File: src/rtl/sem_pkg.sv
// Package: shared types for the semaphore token bank.
// Assumes: nothing beyond standard SystemVerilog.
package sem_pkg;
    // Who currently holds a token latch.
    typedef enum logic [1:0] {
        OWN_NONE  = 2'd0,
        OWN_LEFT  = 2'd1,
        OWN_RIGHT = 2'd2
    } sem_owner_e;
endpackage

File: src/rtl/sem_port_decode.sv
// Module: turns one port's pins into per-latch request / release strobes
// and a read strobe with a latch index.
// Assumes: an access is valid only with select low and memory enable high;
// only address bits [SEL_W-1:0] and data bit 0 carry meaning.
module sem_port_decode #(
    parameter int NUM_SEM = 8,
    parameter int ADDR_W  = 15,
    parameter int DATA_W  = 9,
    localparam int SEL_W  = $clog2(NUM_SEM)
) (
    input  logic               sel_n,
    input  logic               ce_n,
    input  logic               we_n,
    input  logic [ADDR_W-1:0]  addr,
    input  logic [DATA_W-1:0]  wdata,
    output logic               rd_en,
    output logic [SEL_W-1:0]   rd_idx,
    output logic [NUM_SEM-1:0] take,
    output logic [NUM_SEM-1:0] drop
);
    logic access_ok;
    logic unused_bits;

    assign access_ok   = !sel_n && ce_n;
    assign rd_idx      = addr[SEL_W-1:0];
    assign unused_bits = &{1'b0, addr[ADDR_W-1:SEL_W], wdata[DATA_W-1:1]};

    // Expand a valid write into a one-hot request or release strobe.
    always_comb begin
        take  = '0;
        drop  = '0;
        rd_en = access_ok && we_n;
        if (access_ok && !we_n) begin
            if (wdata[0]) drop[addr[SEL_W-1:0]] = 1'b1;
            else          take[addr[SEL_W-1:0]] = 1'b1;
        end
    end
endmodule

File: src/rtl/sem_latch_cell.sv
// Module: one token latch with an owner and a waiting-request flag per port.
// Assumes: a take and a drop from the same port never arrive on one edge
// (the decoder produces at most one of them).
module sem_latch_cell
    import sem_pkg::*;
(
    input  logic clk,
    input  logic rst_n,
    input  logic take_l,
    input  logic drop_l,
    input  logic take_r,
    input  logic drop_r,
    output logic own_l,
    output logic own_r
);
    logic       req_l, req_r;
    logic       req_l_nx, req_r_nx;
    sem_owner_e owner, owner_nx;

    // Update request flags, then pick the owner; the holder keeps the token while its request stands.
    always_comb begin
        req_l_nx = take_l ? 1'b1 : (drop_l ? 1'b0 : req_l);
        req_r_nx = take_r ? 1'b1 : (drop_r ? 1'b0 : req_r);
        if (owner == OWN_LEFT && req_l_nx)       owner_nx = OWN_LEFT;
        else if (owner == OWN_RIGHT && req_r_nx) owner_nx = OWN_RIGHT;
        else if (req_l_nx)                       owner_nx = OWN_LEFT;
        else if (req_r_nx)                       owner_nx = OWN_RIGHT;
        else                                     owner_nx = OWN_NONE;
    end

    // Register the latch state; reset frees it.
    always_ff @(posedge clk) begin
        if (!rst_n) begin
            req_l <= 1'b0;
            req_r <= 1'b0;
            owner <= OWN_NONE;
        end else begin
            req_l <= req_l_nx;
            req_r <= req_r_nx;
            owner <= owner_nx;
        end
    end

    assign own_l = (owner == OWN_LEFT);
    assign own_r = (owner == OWN_RIGHT);
endmodule

File: src/rtl/sem_read_reg.sv
// Module: per-port read capture register.
// Assumes: owned_vec is the pre-edge ownership seen by this port.
module sem_read_reg #(
    parameter int NUM_SEM = 8,
    parameter int DATA_W  = 9,
    localparam int SEL_W  = $clog2(NUM_SEM)
) (
    input  logic               clk,
    input  logic               rst_n,
    input  logic               rd_en,
    input  logic [SEL_W-1:0]   rd_idx,
    input  logic [NUM_SEM-1:0] owned_vec,
    output logic [DATA_W-1:0]  rdata
);
    // Capture the selected latch view on a read and hold it otherwise.
    always_ff @(posedge clk) begin
        if (!rst_n)     rdata <= '1;
        else if (rd_en) rdata <= {DATA_W{~owned_vec[rd_idx]}};
    end
endmodule

File: src/rtl/sem_token_bank.sv
// Module: top of the two-port semaphore token bank.
// Assumes: both ports share one clock; reset is synchronous, active low.
module sem_token_bank #(
    parameter int NUM_SEM = 8,
    parameter int ADDR_W  = 15,
    parameter int DATA_W  = 9
) (
    input  logic              clk,
    input  logic              rst_n,
    input  logic              l_sel_n,
    input  logic              l_ce_n,
    input  logic              l_we_n,
    input  logic [ADDR_W-1:0] l_addr,
    input  logic [DATA_W-1:0] l_wdata,
    output logic [DATA_W-1:0] l_rdata,
    input  logic              r_sel_n,
    input  logic              r_ce_n,
    input  logic              r_we_n,
    input  logic [ADDR_W-1:0] r_addr,
    input  logic [DATA_W-1:0] r_wdata,
    output logic [DATA_W-1:0] r_rdata
);
    localparam int SEL_W = $clog2(NUM_SEM);

    logic               l_rd, r_rd;
    logic [SEL_W-1:0]   l_idx, r_idx;
    logic [NUM_SEM-1:0] l_take, l_drop, r_take, r_drop;
    logic [NUM_SEM-1:0] own_l, own_r;

    sem_port_decode #(.NUM_SEM(NUM_SEM), .ADDR_W(ADDR_W), .DATA_W(DATA_W)) dec_l_i (
        .sel_n(l_sel_n), .ce_n(l_ce_n), .we_n(l_we_n), .addr(l_addr), .wdata(l_wdata),
        .rd_en(l_rd), .rd_idx(l_idx), .take(l_take), .drop(l_drop)
    );

    sem_port_decode #(.NUM_SEM(NUM_SEM), .ADDR_W(ADDR_W), .DATA_W(DATA_W)) dec_r_i (
        .sel_n(r_sel_n), .ce_n(r_ce_n), .we_n(r_we_n), .addr(r_addr), .wdata(r_wdata),
        .rd_en(r_rd), .rd_idx(r_idx), .take(r_take), .drop(r_drop)
    );

    for (genvar g = 0; g < NUM_SEM; g++) begin : g_cell
        sem_latch_cell cell_i (
            .clk(clk), .rst_n(rst_n),
            .take_l(l_take[g]), .drop_l(l_drop[g]),
            .take_r(r_take[g]), .drop_r(r_drop[g]),
            .own_l(own_l[g]), .own_r(own_r[g])
        );
    end

    sem_read_reg #(.NUM_SEM(NUM_SEM), .DATA_W(DATA_W)) rreg_l_i (
        .clk(clk), .rst_n(rst_n), .rd_en(l_rd), .rd_idx(l_idx),
        .owned_vec(own_l), .rdata(l_rdata)
    );

    sem_read_reg #(.NUM_SEM(NUM_SEM), .DATA_W(DATA_W)) rreg_r_i (
        .clk(clk), .rst_n(rst_n), .rd_en(r_rd), .rd_idx(r_idx),
        .owned_vec(own_r), .rdata(r_rdata)
    );
endmodule

File: config.mk
export PLATFORM = sky130hd
export DESIGN_NAME = sem_token_bank
export DESIGN_NICKNAME = d
export VERILOG_FILES = /design/src/rtl/sem_pkg.sv /design/src/rtl/sem_port_decode.sv /design/src/rtl/sem_latch_cell.sv /design/src/rtl/sem_read_reg.sv /design/src/rtl/sem_token_bank.sv
export SDC_FILE = /design/constraint.sdc
export NUM_CORES = 1
export LEC_CHECK = 0
export ABC_AREA = 0
export ABC_CLOCK_PERIOD_IN_PS = 3000
export BUFFER_PORTS_ARGS = -buffer_cell sky130_fd_sc_hd__buf_2
export CAP_MARGIN = 40
export CORE_MARGIN = 3
export CORE_UTILIZATION = 35
export DETAILED_ROUTE_END_ITERATION = 7
export SYNTH_ARGS = -nofsm -noshare
export SYNTH_HDL_FRONTEND = slang
export SYNTH_SLANG_ARGS = --single-unit
File: constraint.sdc
create_clock -name clk -period 3 [get_ports clk]
set_input_delay 0.3 -clock clk [delete_from_list [all_inputs] [get_ports clk]]
set_output_delay 0.3 -clock clk [all_outputs]
set_load 0.02 [all_outputs]
* Word level (Yosys, flattened, before mapping) *
Index checks and enable logic that the tools add are counted.

storage, ports and cells
  bits in registers = 34
  latch bits = 0
  bits in writable memories = 0
  memory bits (read-only) = 0
  output and inout bits = 18
  word-level logic and storage cells = 173
  memories = 0

cells by class
  add/subtract/negate cells = 0
  $mul = 0
  div/mod/pow operators = 0
  magnitude comparators = 4
  eq/ne operators = 16
  shift operators = 0
  mux-type cells = 80
  bitwise gates (word level) = 3
  reductions and logical operators = 36

operators by type and width
  cell                number
  $mux 8              8
  $mux 2              24
  $mux 1              44
  $logic_and 1x1->1   24
  $eq 2x1->1 const B  8
  $eq 2x2->1 const B  8
  $reduce_or 2->1     8
  $lt 3x4->1 const B  2
  $bmux 1 s3          2
  $demux 1 s3         2
  $ge 3x1->1 const B  2
  $logic_not 1->1     4
  $not 1->1           3

* Depth between registers and ports, before layout *
  depth after elaboration = 12
  depth in mapped cells = 6

* Modules after synthesis *
From an unflattened synthesis, not the netlist that was laid out.

unflattened totals
  cells, all modules = 212
  area total of the unflattened synthesis = 2064.5 um^2

by module, submodules not included
  module           instances  cells an instance  area an instance (um^2)  seq. area each (um^2)
  sem_latch_cell   8          14                 163.9                    80.1
  sem_port_decode  2          33                 212.7                    0.0
  sem_read_reg     2          17                 163.9                    20.0

* Least setup slack after synthesis *
Ideal clock, no wire load.

  kind = input -> register
  start = input r_addr[0]
  end = register g_cell[0].cell_i.owner[1]
  arrival time = 1551 ps
  required time = 2868 ps
  slack = 1317 ps
  stages = 6
  cells stage by stage = buf_6 or4b_4 buf_6 o31a_1 o21a_1 a21boi_1

between the ends
  longest elaborated chain between the ends = 11
  elaborated cells between the ends (all ways) = 15

ends and longest elaborated chain
  element                                                         RTL line                                      text
  start, declared                                                 sem_token_bank.sv:19                          input logic [ADDR_W-1:0] r_addr,
  $lt 3x4->1 (implied by the code) or $ge 3x1->1 (tied branches)  sem_port_decode.sv:34, sem_port_decode.sv:35
  $logic_and 1x1->1 (implied by the code)                         sem_port_decode.sv:34, sem_port_decode.sv:35
  $mux 1 (implied by the code)                                    sem_port_decode.sv:34, sem_port_decode.sv:35
  $demux 1 s3 (*)                                                 -
  $mux 8                                                          sem_port_decode.sv:34                         if (wdata[0]) drop[addr[SEL_W-1:0]] = 1'b1;
  $mux 8                                                          sem_port_decode.sv:33                         if (access_ok && !we_n) begin
  $mux 1                                                          sem_latch_cell.sv:23                          req_r_nx = take_r ? 1'b1 : (drop_r ? 1'b0 : req_r);
  $mux 1 (*)                                                      sem_latch_cell.sv:23
  $mux 2                                                          sem_latch_cell.sv:27                          else if (req_r_nx) owner_nx = OWN_RIGHT;
  $mux 2                                                          sem_latch_cell.sv:26                          else if (req_l_nx) owner_nx = OWN_LEFT;
  $mux 2 (*)                                                      sem_latch_cell.sv:25                          else if (owner == OWN_RIGHT && req_r_nx) owner_nx = OWN_RIGHT;
  end signal, assigned                                            sem_latch_cell.sv:40                          owner <= owner_nx;
  end, declared                                                   sem_latch_cell.sv:18                          sem_owner_e owner, owner_nx;

Every way passes the cells marked *; elsewhere a longest branch is shown, timed or not.
A chain may end at the register's enable or synchronous reset.

* Worst setup path after layout *
  start = input l_addr[1]
  end = register g_cell[1].cell_i.owner[1]

between the ends
  longest elaborated chain between the ends = 10
  elaborated cells between the ends (all ways) = 15

ends and longest elaborated chain
  element                                                         RTL line                                      text
  start, declared                                                 sem_token_bank.sv:13                          input logic [ADDR_W-1:0] l_addr,
  $lt 3x4->1 (implied by the code) or $ge 3x1->1 (tied branches)  sem_port_decode.sv:34, sem_port_decode.sv:35
  $logic_and 1x1->1 (implied by the code)                         sem_port_decode.sv:34, sem_port_decode.sv:35
  $mux 1 (implied by the code)                                    sem_port_decode.sv:34, sem_port_decode.sv:35
  $demux 1 s3 (*)                                                 -
  $mux 8                                                          sem_port_decode.sv:34
  $mux 8                                                          sem_port_decode.sv:33
  $mux 1                                                          sem_latch_cell.sv:22                          req_l_nx = take_l ? 1'b1 : (drop_l ? 1'b0 : req_l);
  $mux 1 (*)                                                      sem_latch_cell.sv:22
  $mux 2 or $logic_and 1x1->1 (tied branches)                     sem_latch_cell.sv:26, sem_latch_cell.sv:24
  $mux 2 or $reduce_or 2->1 (tied branches)                       -
  end signal, assigned                                            sem_latch_cell.sv:40
  end, declared                                                   sem_latch_cell.sv:18

Marked as above.

==> key figures <==
Run status
  • Status: completed

CTS
  • Reg clk slew, reported paths: 0.07 ns
  • Clock sink total: 34
  • Clock root cell: clkbuf_8
  • Setup Buffers After CTS: 0
  • H-tree levels: 2
  • CTS Buf Count: 5
  • Skew-Pair Late Insertion Delay: 0.29 ns
  • Hold_buf cts: 0
  • Post_cts resized: 0
  • CTS tree: done
  • Max clock buf depth: 2

Final layout
  • Diode count: 0
  • Final Cell Area: 0.00192 sq mm
  • Layout cells sized above 1: between 20 and 25%
  • Area delta synth->final: 12.1%
  • Nets: around 250

Placement
  • Placed inst area: about 0.0018 sq mm
  • Count of input and output buffers: 33
  • Gpl congestion: around 0.68
  • HPWL after detailed placement: 2.65 mm

Synthesis
  • Sequential area share after synthesis: 39.7%
  • Mux share of post-synthesis cell area: 0%
  • Gate Count Post-Synth: 183
  • Xor/xnor share of the synthesized area: 0%
  • Post-synth top area cell: dfxtp_1
  • Synth Area in Simple Gates: 22.1%
  • Largest family of logic cells by synthesized area: compound AO/OA/AOI/OAI gates
  • Most used flip-flop cell after synthesis: dfxtp_1
  • Post-synth EDFFs: 0
  • Post-Syn Nets: 239
  • Fraction of registers with async set/reset: 0%
  • Post-synth top area share: 39.7%
  • Synth Area in Compound Gates: 26.8%
  • Synth Area in Adders: 0%
  • Cell area after synthesis: 0.00172 sq mm
  • Synth cell types: 44
  • Top cells by area, synth: dfxtp_1 40%, buf_4 7.0%, nand2b_1 3.3%
  • Syn Area/Cell: between 9 and 10 sq um
  • Synth warn: 0
  • #FFs+latches synth: 34

Route
  • 1st-pass router iterations: 4
  • Via density: 5.16
  • 1st-iter DRT viols: 55
  • Drt drc: 0
  • Final ANT Viol Nets: 0
  • Total number of vias: approximately 1300
  • Avg WL per Cell: roughly 14 um
  • Routed WL: 3.64 mm

Power
  • Clock network power share: 49.4%
  • Register share of total power: between 40% and 50%
  • Pleak: 0.000749 uW
  • Max VDD drop: 0.272 mV
  • Internal: 835 uW
  • Pwr Density: ~550 mW/mm^2
  • Switching power: 224 uW
  • Combinational share of power: 7.4%
  • Net switching share of the total power: between 20% and 30%

Critical path
  • CP Class: input pin to flop
  • Required @ worst endpoint: approximately 3.2 ns
  • Flop-to-flop setup slack: about 1.6 ns
  • Worst setup path end: g_cell[1].cell_i.owner[1]$_SDFF_PP0_
  • Worst Setup End Kind: flop
  • Reg-to-Reg End: rreg_r_i.rdata[0]$_SDFFE_PN1P_
  • Crit path launch: l_addr[1]
  • Worst Path Arrival: 1.79 ns
  • Reg2reg path depth: 4
  • Startpoint type of the worst setup path: input pin
  • Reg-to-reg startpoint: g_cell[0].cell_i.owner[0]$_SDFF_PN0_
  • CP max FO: 8

Global routing
  • Overall Global Routing Usage: 13.0%
  • Pin count of the biggest net entering global routing: 21
  • Initial antenna violation count: 0
  • Total gr overflow: 0
  • Number of global-route vias before repair: 1161
  • First-pass GRT wire length: 5.83 mm

Floorplanning
  • Chip height: 76.0 um
  • Initial Util: between 30% and 40%
  • Chip width: 76.0 um
  • Rows: 24
  • IO Pins: between 70 and 80
  • Core area: 0.00453 sq mm
  • Die area: around 0.0058 sq mm

STA
  • Fmax: 0.611 GHz
  • Slew @ Worst Pin: roughly 0.7 ns
  • Fin crit share: 54.6%
  • Relative slew slack: between 50% and 60%
  • Setup TNS: 0 ns
  • Final Hold Viols: 0
  • Final setup fails: 0
  • Post-layout minimum cycle time: between 1.5 and 2 ns
  • RSZ-0062 raised after global routing: false
  • Clock Skew: 0.00750 ns
  • Final slew viol count: 0

Flow run
  • Max_cap viols: 0

Worst hold path
  • Type of the tightest min-delay check: input pin to flop
## worst min path at each step
stage,start,to,slack (ns),cells after the start
floorplan,rst_n,g_cell[5].cell_i.req_r$_SDFF_PN0_,0.46,2
global placement,g_cell[4].cell_i.owner[1]$_SDFF_PP0_,g_cell[4].cell_i.owner[1]$_SDFF_PP0_,0.50,2
detailed placement,g_cell[4].cell_i.owner[1]$_SDFF_PP0_,g_cell[4].cell_i.owner[1]$_SDFF_PP0_,0.50,2
CTS,r_ce_n,rreg_r_i.rdata[0]$_SDFFE_PN1P_,0.41,3
global route,l_ce_n,rreg_l_i.rdata[0]$_SDFFE_PN1P_,0.44,3
finish,r_ce_n,rreg_r_i.rdata[0]$_SDFFE_PN1P_,0.42,3
## cell type report
class	instances	area (sq um)
fillers	463	2610
multi-input cells	117	840
flip-flops and latches	34	681
repair buffers	33	165
clock buffers	6	82.6
well taps	65	81.3
clock inverters	2	60.1
inverters	4	15.0
## critical path, cell delays in order
cell	delay, ns
buf_2	0.13
or4b_1	0.71
o31ai_1	0.49
a21boi_0	0.15
## cell usage after synthesis, types with 2 or more instances
library cell and count:
dfxtp_1 34, buf_4 16, o21ai_0 11, clkbuf_1 9, nand2b_1 9, and2_1 8
o31ai_1 7, nor2_1 6, nand2_1 5, nor3b_1 5, o31a_1 5, a21oi_1 4
inv_1 4, nor2b_1 4, o211a_1 4, o21a_1 4, o21bai_1 4, a21boi_1 3
and3_1 3, nor3_1 3, a211oi_1 2, a211oi_2 2, a21boi_0 2, a311oi_1 2
a31oi_1 2, and3b_1 2, buf_6 2, nand3b_1 2, nand4bb_1 2, nor4_1 2
or3_1 2
## power groups by stage
stage | clock (uW) | sequential [uW] | combinational (uW)
2_1_floorplan | 0 | 469 | 56.6
3_3_place_gp | 0 | 468 | 77.8
3_5_place_dp | 0 | 468 | 78.1
4_1_cts | 536 | 457 | 78.4
5_1_grt | 560 | 458 | 85.9
6_report | 523 | 457 | 78.0
## flip-flops by register name, summed over array words and instances, names as in the netlist
register	flops
rreg_l_i.rdata	1
g_cell.cell_i.req_r	8
rreg_r_i.rdata	1
g_cell.cell_i.owner	16
g_cell.cell_i.req_l	8
## layout by cell type, fill, tap and decap left out, types with 3 or more instances in the layout
cell       n
o211a_1    4
o31a_1     5
nor3_1     3
and2_1     8
o21bai_1   4
nand2b_1   9
a21boi_1   3
and3_1     3
nor3b_1    5
dfxtp_1   34
inv_1      4
clkbuf_8   6
nor2_1     6
o21ai_0   11
nor2b_1    4
o31ai_1    7
o21a_1     4
a21oi_1    4
buf_2     33
nand2_1    5
## metrics by stage
stage               utilization [%]  cells  total power, uW  worst slack, ns  hold slack, ns
floorplan                         -    183              525             1.32           0.459
global placement               39.3    253              546             1.06           0.503
detailed placement             39.3    253              546             1.06           0.496
CTS                            42.4    261             1070             1.37           0.410
global route                   42.4    261             1100             1.23           0.438
finish                         42.4    261             1060             1.36           0.415
## logic make-up after synthesis
kind of cell / Yosys count
AOI/OAI and AO/OA: 60
DFF: 34
buffers and inverters: 32
and+or+nand+nor: 57
## metal layers
layer  wire (um)  GRT usage (%)  up-vias
met3         128           3.66        7
li1            -              -      677
met4          61           6.52        0
met2        1790           20.5       19
met1        1670           16.2      645
met5           0              0        -
No activity file was read; power rests on OpenSTA's default activity.
